===== src/rtl/ser_xcvr_pkg.sv =====
package ser_xcvr_pkg;
  typedef enum logic [1:0] {
    SEL_CTRL = 2'd0,
    SEL_STAT = 2'd1,
    SEL_TXD  = 2'd2,
    SEL_RXD  = 2'd3
  } reg_sel_e;

  localparam int unsigned CTRL_TX = 0;
  localparam int unsigned CTRL_RX = 1;
  localparam int unsigned ST_TXE  = 0;
  localparam int unsigned ST_RXF  = 1;
  localparam int unsigned ST_OVR  = 2;

  // bit order matches the status register layout
  typedef struct packed {
    logic ovr;
    logic rxf;
    logic txe;
  } flags_t;
endpackage


===== src/rtl/ser_tick.sv =====
module ser_tick #(
  parameter int unsigned DIV = 16
) (
  input  logic clk_i,
  input  logic rst_ni,
  output logic tick_o,
  output logic sclk_o
);
  localparam int unsigned TW = (DIV > 1) ? $clog2(DIV) : 1;
  localparam logic [TW-1:0] LAST = TW'(DIV - 1);
  localparam logic [TW-1:0] HALF = TW'(DIV / 2);

  logic [TW-1:0] cnt_q;

  always_ff @(posedge clk_i or negedge rst_ni) begin
    if (!rst_ni)             cnt_q <= '0;
    else if (cnt_q == LAST)  cnt_q <= '0;
    else                     cnt_q <= cnt_q + 1'b1;
  end

  assign tick_o = (cnt_q == LAST);
  assign sclk_o = (cnt_q >= HALF);

  assert_tick_gap_R3: assert property (@(posedge clk_i) disable iff (!rst_ni)
    tick_o |=> !tick_o);
endmodule


===== src/rtl/ser_tx.sv =====
module ser_tx #(
  parameter int unsigned DW = 8
) (
  input  logic          clk_i,
  input  logic          rst_ni,
  input  logic          tick_i,
  input  logic          en_i,
  input  logic          pend_i,
  input  logic [DW-1:0] data_i,
  output logic          load_o,
  output logic          txd_o
);
  localparam int unsigned CW = $clog2(DW);
  localparam logic [CW-1:0] LAST = CW'(DW - 1);

  logic          busy_q;
  logic [CW-1:0] cnt_q;
  logic [DW-1:0] sh_q;
  logic          last;

  assign last   = (cnt_q == LAST);
  // start from idle, or chain straight on at the end of bit 7
  assign load_o = tick_i && en_i && pend_i && (!busy_q || last);

  always_ff @(posedge clk_i or negedge rst_ni) begin
    if (!rst_ni) begin
      busy_q <= 1'b0;
      cnt_q  <= '0;
      sh_q   <= '0;
    end else if (!en_i) begin
      busy_q <= 1'b0;
      cnt_q  <= '0;
    end else if (tick_i) begin
      if (load_o) begin
        sh_q   <= data_i;
        busy_q <= 1'b1;
        cnt_q  <= '0;
      end else if (busy_q) begin
        if (last) begin
          busy_q <= 1'b0;
        end else begin
          sh_q  <= sh_q >> 1;
          cnt_q <= cnt_q + 1'b1;
        end
      end
    end
  end

  assign txd_o = busy_q ? sh_q[0] : 1'b1;

  assert_off_high_R4: assert property (@(posedge clk_i) disable iff (!rst_ni)
    !en_i |=> txd_o);
  assert_load_on_tick_R3: assert property (@(posedge clk_i) disable iff (!rst_ni)
    load_o |=> busy_q);
endmodule


===== src/rtl/ser_rx.sv =====
module ser_rx #(
  parameter int unsigned DW = 8
) (
  input  logic          clk_i,
  input  logic          rst_ni,
  input  logic          tick_i,
  input  logic          en_i,
  input  logic          rxd_i,
  output logic          done_o,
  output logic [DW-1:0] data_o
);
  localparam int unsigned CW = $clog2(DW);
  localparam logic [CW-1:0] LAST = CW'(DW - 1);

  logic [CW-1:0] cnt_q;
  logic [DW-1:0] sh_q;
  logic          done_q;

  always_ff @(posedge clk_i or negedge rst_ni) begin
    if (!rst_ni) begin
      cnt_q  <= '0;
      sh_q   <= '0;
      done_q <= 1'b0;
    end else begin
      done_q <= 1'b0;
      if (!en_i) begin
        cnt_q <= '0;
      end else if (tick_i) begin
        sh_q   <= {rxd_i, sh_q[DW-1:1]};
        cnt_q  <= (cnt_q == LAST) ? '0 : cnt_q + 1'b1;
        done_q <= (cnt_q == LAST);
      end
    end
  end

  assign done_o = done_q;
  assign data_o = sh_q;

  assert_done_pulse_R6: assert property (@(posedge clk_i) disable iff (!rst_ni)
    done_o |=> !done_o);
endmodule


===== src/rtl/ser_xcvr.sv =====
module ser_xcvr
  import ser_xcvr_pkg::*;
#(
  parameter int unsigned DW      = 8,
  parameter int unsigned CLK_DIV = 16
) (
  input  logic          clk_i,
  input  logic          rst_ni,
  input  logic [1:0]    sel_i,
  input  logic          wr_i,
  input  logic          rd_i,
  input  logic [DW-1:0] wdata_i,
  output logic [DW-1:0] rdata_o,
  input  logic          dma_wr_i,
  input  logic          dma_rd_i,
  output logic          txd_o,
  input  logic          rxd_i,
  output logic          sclk_o,
  output logic          irq_txe_o,
  output logic          irq_rxf_o
);
  logic          tick, tx_load, rx_done;
  logic          tx_en_q, rx_en_q;
  flags_t        flg_q, flg_d, arm_q;
  logic [DW-1:0] tdr_q, rdr_q, rx_data;
  logic          irq_txe_q, irq_rxf_q;
  logic          ctrl_wr, stat_wr, stat_rd, tdr_wr, dup_bad;
  logic          clr_txe, clr_rxf, clr_ovr;

  assign ctrl_wr = wr_i && (sel_i == SEL_CTRL);
  assign stat_wr = wr_i && (sel_i == SEL_STAT);
  assign stat_rd = rd_i && (sel_i == SEL_STAT);
  assign tdr_wr  = wr_i && (sel_i == SEL_TXD);

  // flag clear needs a prior read that returned 1
  assign clr_txe = stat_wr && arm_q.txe && !wdata_i[ST_TXE];
  assign clr_rxf = stat_wr && arm_q.rxf && !wdata_i[ST_RXF];
  assign clr_ovr = stat_wr && arm_q.ovr && !wdata_i[ST_OVR];

  // both enables may only be set together from the all-off state
  assign dup_bad = wdata_i[CTRL_TX] && wdata_i[CTRL_RX] && (tx_en_q ^ rx_en_q);

  ser_tick #(.DIV(CLK_DIV)) u_tick (
    .clk_i  (clk_i),
    .rst_ni (rst_ni),
    .tick_o (tick),
    .sclk_o (sclk_o)
  );

  ser_tx #(.DW(DW)) u_tx (
    .clk_i  (clk_i),
    .rst_ni (rst_ni),
    .tick_i (tick),
    .en_i   (tx_en_q),
    .pend_i (!flg_q.txe),
    .data_i (tdr_q),
    .load_o (tx_load),
    .txd_o  (txd_o)
  );

  ser_rx #(.DW(DW)) u_rx (
    .clk_i  (clk_i),
    .rst_ni (rst_ni),
    .tick_i (tick),
    .en_i   (rx_en_q && !flg_q.ovr),
    .rxd_i  (rxd_i),
    .done_o (rx_done),
    .data_o (rx_data)
  );

  always_comb begin
    flg_d = flg_q;
    if (tx_load)              flg_d.txe = 1'b1;
    if (clr_txe || dma_wr_i)  flg_d.txe = 1'b0;  // pending write wins over load
    if (rx_done) begin
      if (flg_q.rxf)          flg_d.ovr = 1'b1;
      else                    flg_d.rxf = 1'b1;
    end
    if (clr_rxf || dma_rd_i)  flg_d.rxf = 1'b0;
    if (clr_ovr)              flg_d.ovr = 1'b0;
  end

  always_ff @(posedge clk_i or negedge rst_ni) begin
    if (!rst_ni) begin
      tx_en_q   <= 1'b0;
      rx_en_q   <= 1'b0;
      flg_q     <= '{ovr: 1'b0, rxf: 1'b0, txe: 1'b1};
      arm_q     <= '0;
      tdr_q     <= '0;
      rdr_q     <= '0;
      irq_txe_q <= 1'b0;
      irq_rxf_q <= 1'b0;
    end else begin
      if (ctrl_wr && !dup_bad) begin
        tx_en_q <= wdata_i[CTRL_TX];
        rx_en_q <= wdata_i[CTRL_RX];
      end
      if (tdr_wr || dma_wr_i) tdr_q <= wdata_i;
      if (rx_done && !flg_q.rxf) rdr_q <= rx_data;
      if (stat_rd)      arm_q <= flg_q;
      else if (stat_wr) arm_q <= '0;
      flg_q     <= flg_d;
      irq_txe_q <= flg_d.txe && !flg_q.txe;
      irq_rxf_q <= flg_d.rxf && !flg_q.rxf;
    end
  end

  always_comb begin
    rdata_o = '0;
    if (dma_rd_i) begin
      rdata_o = rdr_q;
    end else begin
      unique case (sel_i)
        SEL_CTRL: rdata_o = {{(DW-2){1'b0}}, rx_en_q, tx_en_q};
        SEL_STAT: rdata_o = {{(DW-3){1'b0}}, flg_q};
        SEL_TXD:  rdata_o = tdr_q;
        SEL_RXD:  rdata_o = rdr_q;
        default:  rdata_o = '0;
      endcase
    end
  end

  assign irq_txe_o = irq_txe_q;
  assign irq_rxf_o = irq_rxf_q;

  assert_txe_irq_pulse_R3: assert property (@(posedge clk_i) disable iff (!rst_ni)
    irq_txe_o |=> !irq_txe_o);
  assert_rxf_irq_flag_R6: assert property (@(posedge clk_i) disable iff (!rst_ni)
    irq_rxf_o |-> flg_q.rxf);
  assert_rdr_kept_R7: assert property (@(posedge clk_i) disable iff (!rst_ni)
    flg_q.ovr |=> $stable(rdr_q));
  assert_rx_frozen_R8: assert property (@(posedge clk_i) disable iff (!rst_ni)
    flg_q.ovr |-> !rx_done);
  assert_dup_entry_R11: assert property (@(posedge clk_i) disable iff (!rst_ni)
    $rose(tx_en_q && rx_en_q) |-> $past(!tx_en_q && !rx_en_q));
endmodule


===== config.mk =====
export PLATFORM = sky130hd
export DESIGN_NAME = ser_xcvr
export DESIGN_NICKNAME = d
export VERILOG_FILES = /design/src/rtl/ser_xcvr_pkg.sv /design/src/rtl/ser_tick.sv /design/src/rtl/ser_tx.sv /design/src/rtl/ser_rx.sv /design/src/rtl/ser_xcvr.sv
export SDC_FILE = /design/constraint.sdc
export NUM_CORES = 1
export LEC_CHECK = 0
export CAP_MARGIN = 5
export CORE_ASPECT_RATIO = 0.75
export CORE_MARGIN = 1.5
export CORE_UTILIZATION = 39
export CTS_CLUSTER_SIZE = 40
export DETAILED_ROUTE_END_ITERATION = 16
export SLEW_MARGIN = 40
export SYNTH_ARGS = -nofsm -noshare
export SYNTH_HDL_FRONTEND = slang
export SYNTH_SLANG_ARGS = --single-unit

===== constraint.sdc =====
create_clock -name clk_i -period 3.77 [get_ports clk_i]
set_input_delay 0.5655 -clock clk_i [delete_from_list [all_inputs] [get_ports clk_i]]
set_output_delay 0.5655 -clock clk_i [all_outputs]
set_load 0.01 [all_outputs]

==> flow_metrics.env <==
export IMPL_outcome="finished, final reports clean"
export IMPL_drive_above_1_share=0.197
export IMPL_grt_pass1_vias=1709
export IMPL_portBuffers=28
export IMPL_synthArstFlopShare=1.00
export IMPL_cp_required_ns=3.20
export IMPL_gp_congestion=0.732
export IMPL_cellPowerDensity_nw_per_um2=399
export IMPL_fin_setup_tns_ns=0
export IMPL_layout_min_cycle_time_ns=3.20
export IMPL_hold_viol=0
export IMPL_antenna_found_initial=0
export IMPL_grt_overflow=0
export IMPL_crit_reg2reg_launch="u_tx.cnt_q[0]"
export IMPL_synth_cell_types=40
export IMPL_die_width_um=97.3
export IMPL_hp_class="input port to asynchronous set/reset pin"
export IMPL_leakage_nw=1.39
export IMPL_cts_sinks=54
export IMPL_vias=1750
export IMPL_root_buffer="clkbuf_8"
export IMPL_ir_drop_v=0.000143
export IMPL_ant_nets=0
export IMPL_cts_buffers=5
export IMPL_tightest_slew_ns=0.558
export IMPL_ctsHoldBuffers=0
export IMPL_slew_viol_final=0
export IMPL_synth_seq_area_share=0.520
export IMPL_die_area_um2=7170
export IMPL_worstSetupStartpointType="input port"
export IMPL_criticalPathCategory="input port to output port"
export IMPL_drc=0
export IMPL_setup_viol=0
export IMPL_clock_latency_ns=0.31
export IMPL_clockBufferDepth=2
export IMPL_syn_to_final_growth_pct=17.2
export IMPL_cp_num_cells=5
export IMPL_netlist_area_um2=2600
export IMPL_crit_top_cell="clkdlybuf4s50_1"
export IMPL_synth_fp_nets=233
export IMPL_crit_family="buffers and inverters"
export IMPL_cts_setup_buffers=0
export IMPL_r2r_setup_slack_ns=1.89
export IMPL_r2r_end="u_tx.sh_q[7]"
export IMPL_hpwl_um=3790
export IMPL_io_pins=29
export IMPL_slowest_stage="clkdlybuf4s50_1"
export IMPL_cts_tree="built"
export IMPL_clkTransAtPathRegs_ns=0.10
export IMPL_cp_cell_sequence="clkdlybuf4s50_1, nor2_1, a22o_1, a221o_1, clkdlybuf4s50_1"
export IMPL_diodes=0
export IMPL_instances_no_fill=319
export IMPL_viasPerCell=5.49
export IMPL_arrival_ns=2.63
export IMPL_post_route_period_util=0.848
export IMPL_syn_inst=210
export IMPL_wl_um=5260
export IMPL_ys_flop_type="dfrtp_1"
export IMPL_wl_per_cell_um=16.5
export IMPL_first_pass_iters=4
export IMPL_grtUsageTotal=0.159
export IMPL_rsz0062_at_grt="no"
export IMPL_yosys_warnings=0
export IMPL_worst_hold_slack_ns=0.228
export IMPL_numPlacedInstances=311
export IMPL_crit_path_end_kind="output port"
export IMPL_syn_area_per_cell_um2=12.4
export IMPL_relSlewSlack=0.627
export IMPL_clock_fmax_ghz=0.313
export IMPL_reg2reg_depth=5
export IMPL_fin_nets=260
export IMPL_rows=25
export IMPL_coreArea_um2=6380
export IMPL_path_max_fanout=18
export IMPL_cp_buffers_inverters=2
export IMPL_post_cts_resized=0
export IMPL_die_h_um=73.7
export IMPL_grt_max_degree=41
export IMPL_drtIter0Drc=94
export IMPL_start_util=0.407
export IMPL_grt_first_pass_wirelength_um=8890
export IMPL_cpPeakStageDelay_ns=0.82
export IMPL_synth_edff_count=0
export IMPL_ys_ff_latch=54
export IMPL_max_cap_violations=0
export IMPL_htreeDepth=2
export IMPL_clock_skew_ns=0.00710
placed cells by master (no fill, tap or decap), types with 2 or more instances in the layout:
| cell | count |
|---|---|
| o22a_1 | 6 |
| nor2_1 | 3 |
| o22ai_1 | 3 |
| a221oi_1 | 2 |
| inv_1 | 8 |
| clkbuf_8 | 6 |
| o21ai_0 | 2 |
| and2_1 | 2 |
| nand2_1 | 11 |
| o2bb2ai_1 | 7 |
| ha_1 | 6 |
| a31oi_1 | 10 |
| a21oi_1 | 9 |
| dfrtp_1 | 53 |
| a32o_1 | 4 |
| a22o_1 | 11 |
| clkdlybuf4s50_1 | 27 |
| and3b_1 | 9 |
| nand2b_1 | 7 |
| mux2_2 | 26 |
| o21a_1 | 2 |
| buf_4 | 3 |
layout make-up:
type	instances	area (um2)
well taps	81	101
multi-input cells	137	1170
inverters	9	33.8
repair buffers	30	293
clock buffers	6	82.6
fillers	617	3330
clock inverters	2	12.5
flip-flops and latches	54	1350
worst max-delay path by stage:
stage              from         end  slack (ns)
2_1_floorplan  sel_i[0]  rdata_o[0]        1.77
3_3_place_gp   sel_i[0]  rdata_o[2]        0.64
3_5_place_dp   sel_i[0]  rdata_o[2]        0.59
4_1_cts        sel_i[0]  rdata_o[2]        0.59
5_1_grt        sel_i[0]  rdata_o[2]        0.47
6_report       sel_i[0]  rdata_o[2]        0.57
stage by stage:
step | total power [mW] | utilization | setup slack [ns] | area [um2]
4_1_cts | 1.23 | 0.477 | 0.594 | 3050
3_3_place_gp | 0.889 | 0.462 | 0.640 | 2950
6_report | 1.22 | 0.478 | 0.573 | 3050
5_1_grt | 1.28 | 0.478 | 0.471 | 3050
3_5_place_dp | 0.892 | 0.462 | 0.591 | 2950
2_1_floorplan | 0.813 | - | 1.77 | 2600
logic make-up (layout without fill, tap and decap cells):
| logic type | after synthesis | after routing | synth area share |
|---|---|---|---|
| AOI/OAI and AO/OA | 61 | 61 | 0.186 |
| DFF | 54 | 54 | 0.520 |
| and+or+nand+nor | 43 | 43 | 0.119 |
| muxes | 26 | 26 | 0.113 |
| buffers and inverters | 19 | 47 | 0.0298 |
| adders and majority gates | 6 | 6 | 0.0289 |
| xor gates and xnor gates | 1 | 1 | 0.00337 |
metal layers:
metal  track usage  share of wire  vias up
met5             0              0        -
met4        0.0476          0.011        0
met3        0.0400          0.037        6
met2         0.238           0.42       26
met1         0.230           0.53      881
li1              -              -      837
worst reg2reg max path, stage by stage (launching register included):
cell	delay (ns)
dfrtp_1	0.41
ha_1	0.21
ha_1	0.28
nand2b_1	0.34
a21o_4	0.34
a32o_1	0.20
synth_stat cells, types with 3 or more instances:
master     instances  area, um2
dfrtp_1           53       1330
mux2_2            26        293
a22o_1            11       96.3
nand2_1           11       41.3
a31oi_1           10       62.6
a21oi_1            9       45.0
and3b_1            9       78.8
inv_1              8       30.0
nand2b_1           7       43.8
o2bb2ai_1          7       61.3
ha_1               6       75.1
o22a_1             6       52.6
buf_2              5       25.0
a32o_1             4       40.0
clkbuf_1           4       15.0
nor2_1             3       11.3
o22ai_1            3       18.8
registers in the layout (all words and copies together), names as in the netlist:
register / cells
u_tick.cnt_q: 4
u_tx.busy_q: 1
irq_rxf_o: 1
rx_en_q: 1
u_rx.cnt_q: 3
u_tx.cnt_q: 3
flg_q: 3
tx_en_q: 1
u_rx.done_o: 1
arm_q: 3
u_tx.sh_q: 8
irq_txe_o: 1
u_rx.data_o: 8
tdr_q: 8
rdr_q: 8
power by group:
group          total [mW]  switching [mW]  leakage (nW)  internal [mW]
registers           0.687          0.0523         0.703          0.635
logic               0.191          0.0883         0.638          0.103
clock network       0.338           0.190        0.0472          0.148
No activity file was read; power rests on OpenSTA's default activity.
